### src/rtl/audio_clk_master_pkg.sv
package audio_clk_master_pkg;

  typedef enum logic [1:0] {
    SPD_SINGLE = 2'b00,
    SPD_DOUBLE = 2'b01,
    SPD_QUAD   = 2'b10,
    SPD_SLAVE  = 2'b11
  } speed_e;

  typedef struct packed {
    speed_e speed;
    logic   fast;
  } clk_cfg_t;

  localparam clk_cfg_t CFG_RESET = '{speed: SPD_SLAVE, fast: 1'b0};

  // Number of halvings applied relative to single speed.
  function automatic int speed_shift(speed_e s);
    case (s)
      SPD_DOUBLE: return 1;
      SPD_QUAD:   return 2;
      default:    return 0;
    endcase
  endfunction

endpackage

### src/rtl/acm_cfg_latch.sv
module acm_cfg_latch
  import audio_clk_master_pkg::*;
(
  input  logic       clk_i,
  input  logic       rst_n_i,
  input  logic [1:0] mode_pins_i,
  input  logic       fast_pin_i,
  output clk_cfg_t   cfg_o,
  output logic       run_o
);

  // Configuration is captured on the first edge after release and then frozen.
  always_ff @(posedge clk_i or negedge rst_n_i) begin
    if (!rst_n_i) begin
      run_o <= 1'b0;
      cfg_o <= CFG_RESET;
    end else begin
      run_o <= 1'b1;
      if (!run_o) begin
        cfg_o <= '{speed: speed_e'(mode_pins_i), fast: fast_pin_i};
      end
    end
  end

endmodule

### src/rtl/acm_tick_counter.sv
module acm_tick_counter
  import audio_clk_master_pkg::*;
#(
  parameter int CNT_W = 10
) (
  input  logic             clk_i,
  input  logic             rst_n_i,
  input  logic             run_i,
  input  clk_cfg_t         cfg_i,
  output logic [CNT_W-1:0] cnt_o
);

  logic advance;
  assign advance = run_i && (cfg_i.speed != SPD_SLAVE);

  always_ff @(posedge clk_i or negedge rst_n_i) begin
    if (!rst_n_i) begin
      cnt_o <= '0;
    end else if (advance) begin
      cnt_o <= cnt_o + 1'b1;
    end
  end

endmodule

### src/rtl/acm_clock_tap.sv
module acm_clock_tap
  import audio_clk_master_pkg::*;
#(
  parameter int CNT_W     = 10,
  parameter int BASE_LOG  = 8,
  parameter int FRAME_LOG = 6
) (
  input  logic [CNT_W-1:0] cnt_i,
  input  clk_cfg_t         cfg_i,
  input  logic             run_i,
  output logic             frame_clk_o,
  output logic             bit_clk_o,
  output logic             frame_start_o,
  output logic             master_o
);

  localparam int IDX_W = $clog2(CNT_W);

  int               shift;
  logic [IDX_W-1:0] frame_idx;
  logic [IDX_W-1:0] bit_idx;
  logic [CNT_W-1:0] frame_mask;

  always_comb begin
    shift     = speed_shift(cfg_i.speed);
    frame_idx = IDX_W'(BASE_LOG - shift + int'(cfg_i.fast));
    bit_idx   = IDX_W'(BASE_LOG - FRAME_LOG - shift + int'(cfg_i.fast));
  end

  // Bits of the counter that make up one frame position.
  for (genvar i = 0; i < CNT_W; i++) begin : g_mask
    assign frame_mask[i] = (IDX_W'(i) <= frame_idx);
  end

  assign master_o      = (cfg_i.speed != SPD_SLAVE);
  assign frame_clk_o   = master_o & cnt_i[frame_idx];
  assign bit_clk_o     = master_o & cnt_i[bit_idx];
  assign frame_start_o = master_o & run_i & ~|(cnt_i & frame_mask);

endmodule

### src/rtl/audio_clk_master.sv
module audio_clk_master
  import audio_clk_master_pkg::*;
#(
  parameter int BASE_LR_DIV    = 256,
  parameter int BCLK_PER_FRAME = 64
) (
  input  logic       clk_i,
  input  logic       rst_n_i,
  input  logic [1:0] mode_i,
  input  logic       fast_mclk_i,
  output logic       frame_clk_o,
  output logic       bit_clk_o,
  output logic       clk_oe_o,
  output logic       frame_start_o
);

  localparam int BASE_LOG  = $clog2(BASE_LR_DIV);
  localparam int FRAME_LOG = $clog2(BCLK_PER_FRAME);
  // One bit for the two ticks per master clock, one for the fast pre-divide.
  localparam int CNT_W     = BASE_LOG + 2;

  clk_cfg_t         cfg;
  logic             run;
  logic [CNT_W-1:0] cnt;

  acm_cfg_latch u_cfg (
    .clk_i       (clk_i),
    .rst_n_i     (rst_n_i),
    .mode_pins_i (mode_i),
    .fast_pin_i  (fast_mclk_i),
    .cfg_o       (cfg),
    .run_o       (run)
  );

  acm_tick_counter #(.CNT_W(CNT_W)) u_cnt (
    .clk_i   (clk_i),
    .rst_n_i (rst_n_i),
    .run_i   (run),
    .cfg_i   (cfg),
    .cnt_o   (cnt)
  );

  acm_clock_tap #(
    .CNT_W     (CNT_W),
    .BASE_LOG  (BASE_LOG),
    .FRAME_LOG (FRAME_LOG)
  ) u_tap (
    .cnt_i         (cnt),
    .cfg_i         (cfg),
    .run_i         (run),
    .frame_clk_o   (frame_clk_o),
    .bit_clk_o     (bit_clk_o),
    .frame_start_o (frame_start_o),
    .master_o      (clk_oe_o)
  );

endmodule

### config.mk
export PLATFORM = sky130hd
export DESIGN_NAME = audio_clk_master
export DESIGN_NICKNAME = d
export VERILOG_FILES = /design/src/rtl/audio_clk_master_pkg.sv /design/src/rtl/acm_cfg_latch.sv /design/src/rtl/acm_tick_counter.sv /design/src/rtl/acm_clock_tap.sv /design/src/rtl/audio_clk_master.sv
export SDC_FILE = /design/constraint.sdc
export NUM_CORES = 1
export LEC_CHECK = 0
export ABC_AREA = 1
export ABC_CLOCK_PERIOD_IN_PS = 2000
export BUFFER_PORTS_ARGS = -buffer_cell sky130_fd_sc_hd__buf_2
export CELL_PAD_IN_SITES_DETAIL_PLACEMENT = 1
export CELL_PAD_IN_SITES_GLOBAL_PLACEMENT = 2
export CORE_MARGIN = 2
export CORE_UTILIZATION = 30
export CTS_BUF_LIST = sky130_fd_sc_hd__clkbuf_4 sky130_fd_sc_hd__clkbuf_8 sky130_fd_sc_hd__clkbuf_16
export CTS_CLUSTER_SIZE = 30
export DETAILED_ROUTE_END_ITERATION = 16
export HOLD_SLACK_MARGIN = 0.15
export PLACE_DENSITY_LB_ADDON = 0.1
export SYNTH_ARGS = -nofsm -noshare
export SYNTH_HDL_FRONTEND = slang
export SYNTH_SLANG_ARGS = --single-unit
### constraint.sdc
create_clock -name clk_i -period 2 [get_ports clk_i]
set_clock_uncertainty 0.15 [all_clocks]
set_input_delay 0.3 -clock clk_i [delete_from_list [all_inputs] [get_ports clk_i]]
set_output_delay 0.3 -clock clk_i [all_outputs]
set_load 0.005 [all_outputs]
==> flow_summary.yaml, run 1 <==
status:
  status: "complete, but fails checks"
  violations: "negative setup slack"
route:
  wl_per_cell_um: 12.28
  drc: 0
  postRouteAntennaNets: 0
  initialDrtViolationCount: 15
  firstDrtPassIters: 4
  via_per_inst: 4.515
  routed_wl_um: 2481
  dr_total_vias: 912
grt:
  grt.overflow.total: 0
  grt_pass1_wl_um: 4195
  gr-usage-met3_pct: 2.521
  grtUsageTotal_pct: 15.31
  grt-busiest-layer: "met2"
  antenna_found_initial: 0
  grt_max_degree: 15
  grt.met2_usage_pct: 24.36
  gr-usage-met1_pct: 20.82
  grt_pass1_vias: 928
critical_path:
  crit_type: "flop to output pin"
  cp_data_arrival_time_ps: 1990
  critPathLaunchType: "flop"
  worst-path-max-fanout: 4
  critPathCaptureType: "output pin"
  critical_path_required_ps: 1550
flow_run:
  cap_viol_max_count: 0
power_and_ir_drop:
  power_uw: 1078
  leakagePower_uw: 0.0006684
  p_per_area_mw_per_mm2: 789.5
  ir_drop_mv: 0.4395
synth:
  syn_area_um2: 992.2
  synth_area_leaders: "dfrtp_1 (30%), ha_1 (11%), nand2_1 (11%)"
  yosysSeqAreaShare_pct: 35.56
  ys_ff_latch: 14
  yosysTopAreaCell: "dfrtp_1"
  synth_warnings: 0
  synth_nets: 143
  synth_cells: 129
  synth_area_per_cell_um2: 7.691
  yosys.cell_types.count: 20
  synth_top_area_share_pct: 30.26
clocking:
  htreeDepth: 1
  clkTransAtPathRegs_ps: 90
  clock_sinks: 14
  cts_tree: "yes"
  cts_buffers: 3
  cts-root-buf: "clkbuf_4"
  clock_latency_ps: 290
  clk_path_buf_depth: 2
timing:
  maxSlewViolCount: 0
  clock.fmax_mhz: 409.3
  finalSetupViolCount: 3
  layout_setup_ws_ps: -443.5
  rsz0062_at_grt: "true"
  finalCritPeriodShare_pct: 122.2
  hold_viol_final: 0
  setup-tns-final_ps: -1139
  period_needed_ps: 2443
layout:
  final_common_cell: "nand2_1"
  utilization_pct: 43.99
  drive_gt1_share_pct: 35.44
  final_cell_mix: "nand2_1 (27), inv_1 (16), nand3_1 (15)"
  stdcell_count: 202
  fillers: 385
  antenna-diode-count: 0
  syn2layout_area_growth_pct: 37.58
  final_nets: 173
die:
  floorplan.die.height_um: 61.51
  rows: 20
  die-area_mm2: 0.003783
  start_util_pct: 31.98
  coreArea_mm2: 0.003103
  ios: 9
  die_w_um: 61.51
place:
  dp_worst_setup_slack_ps: -195.6
  place_inst: 192
  dp.final_hpwl_um: 1956
  gp_congestion: 0.7526
  port_buffers: 8
worst_hold_path:
  hold_class: "primary input to async pin"
-- worst max-delay path, cell delays in order, from the launching register on --
cell and delay [ps]:
dfstp_2 600, inv_2 70, ha_4 270, ha_4 130, xor2_2 160, nand2_1 80
o21ai_1 120, nand2_1 70, a21oi_2 90, buf_2 110
-- metal layers --
metal  vias up  part of all wire [%]  routed length [um]
li1        464                     -                   -
met1       440                    51                1264
met2         6                    46                1143
met3         2                   2.1                  53
met4         0                  0.77                  19
met5         -                     0                   0
-- cell families after synthesis --
family	after synthesis	share of synthesized area [%]
AO/OA/AOI/OAI	14	7.062
XOR/XNOR	8	7.062
adder cells (fa/ha/maj)	9	11.35
buffers and inverters	24	9.080
flip-flops	14	35.56
other	1	0.3779
AND/OR/NAND/NOR	59	29.51
-- synthesized netlist by cell type --
master    n
nor2_1    5
nor2_4    1
nor3_1    1
o21ai_0  10
nand3_1  15
dfstp_2   2
inv_1    22
a21oi_1   4
nor3_2    1
nand2_4   2
nand2_2   2
xnor2_1   1
conb_1    1
nand2_1  29
nor3_4    1
xor2_1    7
dfrtp_1  12
ha_1      9
nand4_1   2
inv_2     2
-- registers in the layout, indices dropped and copies added, names as in the netlist --
| register | flops |
|---|---|
| u_cnt.cnt_o | 10 |
| u_cfg.run_o | 1 |
| u_cfg.cfg_o | 3 |
-- path summary, 6_finish.rpt --
path / from / end / slack, ps / cells after the start
setup / recovery: u_cfg.cfg_o[1] / bit_clk_o / -440 / 9
hold / removal: rst_n_i / u_cnt.cnt_o[3] / 290 / 2
setup reg to reg: u_cfg.cfg_o[2] / u_cnt.cnt_o[8] / 110 / 9
hold reg to reg: u_cnt.cnt_o[9] / u_cnt.cnt_o[9] / 360 / 2
max in group asynchronous: rst_n_i / u_cfg.cfg_o[2] / 1120 / 2
min in group clk_i: u_cnt.cnt_o[9] / u_cnt.cnt_o[9] / 360 / 2
-- report_power, final --
group / leakage, uW / switching (uW) / internal (uW) / total, uW
Sequential: 0.000175 / 74.1 / 349 / 423
Combinational: 0.000473 / 243 / 197 / 440
Clock: 0.0000210 / 104 / 111 / 215
-- final cells by class --
type	count	area, um^2	share of cell area, %
clock buffers	4	36.28	2.658
inverters	24	90.09	6.599
multi-input cells	91	649.4	47.57
flip-flops and latches	14	352.8	25.85
well taps	44	55.05	4.033
repair buffers	25	181.4	13.29
-- timing repair --
action,4_1_cts,5_1_grt
resized for setup,6,14
gates cloned,0,0
endpoints found under the setup margin,3,4
hold buffers,4,0
endpoints found under the hold margin,17,0
pin swaps,1,5
buffers inserted,1,1
-- metrics by stage --
stage | instance area, um^2 | hold slack [ps]
3_3_place_gp | 1196 | 68.43
3_5_place_dp | 1196 | 74.70
2_1_floorplan | 1018 | -145.6
6_report | 1365 | 286.4
4_1_cts | 1295 | 292.2
5_1_grt | 1365 | 299.6
(Power assumes the default switching activity.)
==> inputs of run 2 (changes only) <==
REMOVE_ABC_BUFFERS = 1   (was default)
SYNTH_HIERARCHICAL = 1   (was default)
==> run 2 against run 1 <==
The flow still finishes with violations (negative setup slack); count of clock-buffer cells in the layout unchanged; design area increased by 9.3%; core utilization is 0.29 points lower; setup slack improved by 23 ps; sequential cell count stayed put; non-clock buffer count decreased by 4; area after synthesis is 9.3% higher; critical path type unchanged; largest power group unchanged; highest routed layer unchanged.
==> flow_summary.yaml, run 2 <==
status:
  status: "complete, but fails checks"
  violations: "negative setup slack"
critical_path:
  crit_slowest_cell: "dfstp_2"
  critical_path.most_common_cell: "nand3_2"
  max_stage_delay_ps: 620
  critPathCaptureType: "output pin"
  crit_type: "flop to output pin"
  cp_data_arrival_time_ps: 1970
  worst-path-max-fanout: 4
  crit_path_cell_trace: "inv_2, ha_4, ha_4, buf_6, nand3_2, nand3_2, nand3_2, nand2_1, inv_1, buf_2"
  critPathLaunchType: "flop"
  critical_path_required_ps: 1550
power_and_ir_drop:
  p_per_area_mw_per_mm2: 770.1
  ir_drop_mv: 0.3609
  leakagePower_uw: 0.0007385
layout:
  final_nets: 189
  syn2layout_area_growth_pct: 37.60
  final_common_cell: "nand2_1"
  largest-register: "u_cnt/cnt_o"
  top_regs: "u_cnt/cnt_o (10), u_cfg/cfg_o (3), u_cfg/run_o (1)"
  drive_gt1_share_pct: 36.99
  final_cell_mix: "nand2_1 (42), inv_1 (18), dfrtp_1 (12)"
  stdcell_area_mm2: 0.001493
  utilization_pct: 43.70
  largest_reg_flops: 10
  antenna-diode-count: 0
clocking:
  cts_tree: "yes"
  cts-root-buf: "clkbuf_4"
  clkTransAtPathRegs_ps: 90
  clock_latency_ps: 280
  clock_sinks: 14
  cts_buffers: 3
  htreeDepth: 1
  clk_path_buf_depth: 2
synth:
  synth_area_leaders: "dfrtp_1 (28%), nand2_1 (17%), ha_1 (12%)"
  ys_ff_latch: 14
  synthMuxAreaShare_pct: 0
  synth-compound-area-share_pct: 2.653
  synth-xor-area-share_pct: 4.844
  synth_warnings: 6
  synth_edf_count: 0
  syn_area_mm2: 0.001085
  yosys.cell_types.count: 25
  synth_cells: 149
  yosysMostFrequentCell: "nand2_1"
  netlist_top_cells_count: "nand2_1 (48), inv_1 (23), nand3_1 (17)"
  synth_top_flop_cell: "dfrtp_1"
  synth_top_area_share_pct: 27.68
  yosysTopAreaCell: "dfrtp_1"
  synth_area_per_cell_um2: 7.280
  synth-simple-area-share_pct: 37.95
  synth-adder-area-share_pct: 11.53
  async_reset_ff_share_pct: 100.0
  yosysSeqAreaShare_pct: 32.53
  synth_top_family_by_area: "simple AND/OR/NAND/NOR gates"
die:
  ios: 9
  start_util_pct: 31.76
  die-area_mm2: 0.004113
  die_w_um: 64.13
  floorplan.die.height_um: 64.13
  coreArea_mm2: 0.003416
  rows: 21
grt:
  grt.met2_usage_pct: 25.78
  grt_max_degree: 15
  grt_pass1_vias: 1034
  gr-usage-met3_pct: 1.056
  grt.overflow.total: 0
  grtUsageTotal_pct: 14.46
  antenna_found_initial: 0
  gr-usage-met1_pct: 19.06
  grt-busiest-layer: "met2"
  grt_pass1_wl_um: 4767
route:
  firstDrtPassIters: 4
  drc: 0
  postRouteAntennaNets: 0
  via_per_inst: 4.612
  routed_wl_um: 2799
  dr_total_vias: 1010
  wl_per_cell_um: 12.78
  initialDrtViolationCount: 18
worst_hold_path:
  hold_class: "primary input to async pin"
timing:
  hold_viol_final: 0
  finalSetupViolCount: 3
  hold_slack_ps: 291.9
  clock.fmax_mhz: 413.1
  period_needed_ps: 2421
  maxSlewViolCount: 0
  layout_setup_ws_ps: -420.5
  setup-tns-final_ps: -1189
  finalCritPeriodShare_pct: 121.0
  rsz0062_at_grt: "true"
place:
  dp.final_hpwl_um: 2040
  port_buffers: 8
  gp_congestion: 0.8001
  placed_cell_area_mm2: 0.001239
flow_run:
  cap_viol_max_count: 0
run 2: kinds of logic after synthesis:
kind of cell,count (synthesis)
AND/OR/NAND/NOR,87
buffers and inverters,26
flip-flops,14
adder cells (fa/ha/maj),10
XOR/XNOR,6
AO/OA/AOI/OAI,5
other,1
run 2: worst paths after layout:
| kind | start | end | slack (ps) | cells past startpoint |
|---|---|---|---|---|
| setup / recovery | u_cfg/cfg_o[1] | bit_clk_o | -420 | 10 |
| hold / removal | rst_n_i | u_cnt/cnt_o[8] | 290 | 2 |
| setup reg to reg | u_cfg/cfg_o[2] | u_cnt/cnt_o[9] | 480 | 9 |
| hold reg to reg | u_cnt/cnt_o[4] | u_cnt/cnt_o[4] | 430 | 1 |
| max in group asynchronous | rst_n_i | u_cfg/cfg_o[2] | 1110 | 2 |
| min in group clk_i | u_cnt/cnt_o[4] | u_cnt/cnt_o[4] | 430 | 1 |
run 2: power by group:
part           switching [uW]  internal [uW]
clock network            93.2           90.7
logic                     274            240
registers                 102            349
total                     470            680
run 2: final cells by class:
cell class,instances,area [um^2]
Clock buffer,4,30.03
Inverter,25,108.9
Fill cell,446,1923
Tap cell,46,57.56
Sequential cell,14,352.8
Multi-Input combinational cell,109,788.3
Timing Repair Buffer,21,155.1
run 2: routing by layer:
| layer | wire, um | vias up |
|---|---|---|
| met5 | 0 | - |
| met4 | 20 | 0 |
| met3 | 48 | 2 |
| met2 | 1430 | 8 |
| met1 | 1299 | 489 |
| li1 | - | 511 |
run 2: timing repair:
item                                   in CTS  in global routing
endpoints found under the hold margin      17                  0
buffers inserted                            1                  0
resized for setup                          25                 19
setup endpoints to repair                   3                  4
pin swaps                                   7                  9
hold buffers                                4                  0
run 2: worst max-delay path: cells and delay by family (launching register included):
family        cells  cell delay [ps]
fa+ha+maj         2              530
simple gates      4              240
flops             1              620
buf+inv           4              300
run 2: metrics by stage:
stage	std cells	total power (uW)	setup WS, ps
CTS	220	1116	-419.9
global placement	211	840.6	-255.4
finish	219	1150	-420.5
floorplan	148	701.4	-168.7
detailed placement	211	855.7	-302.4
global route	219	1256	-536.8
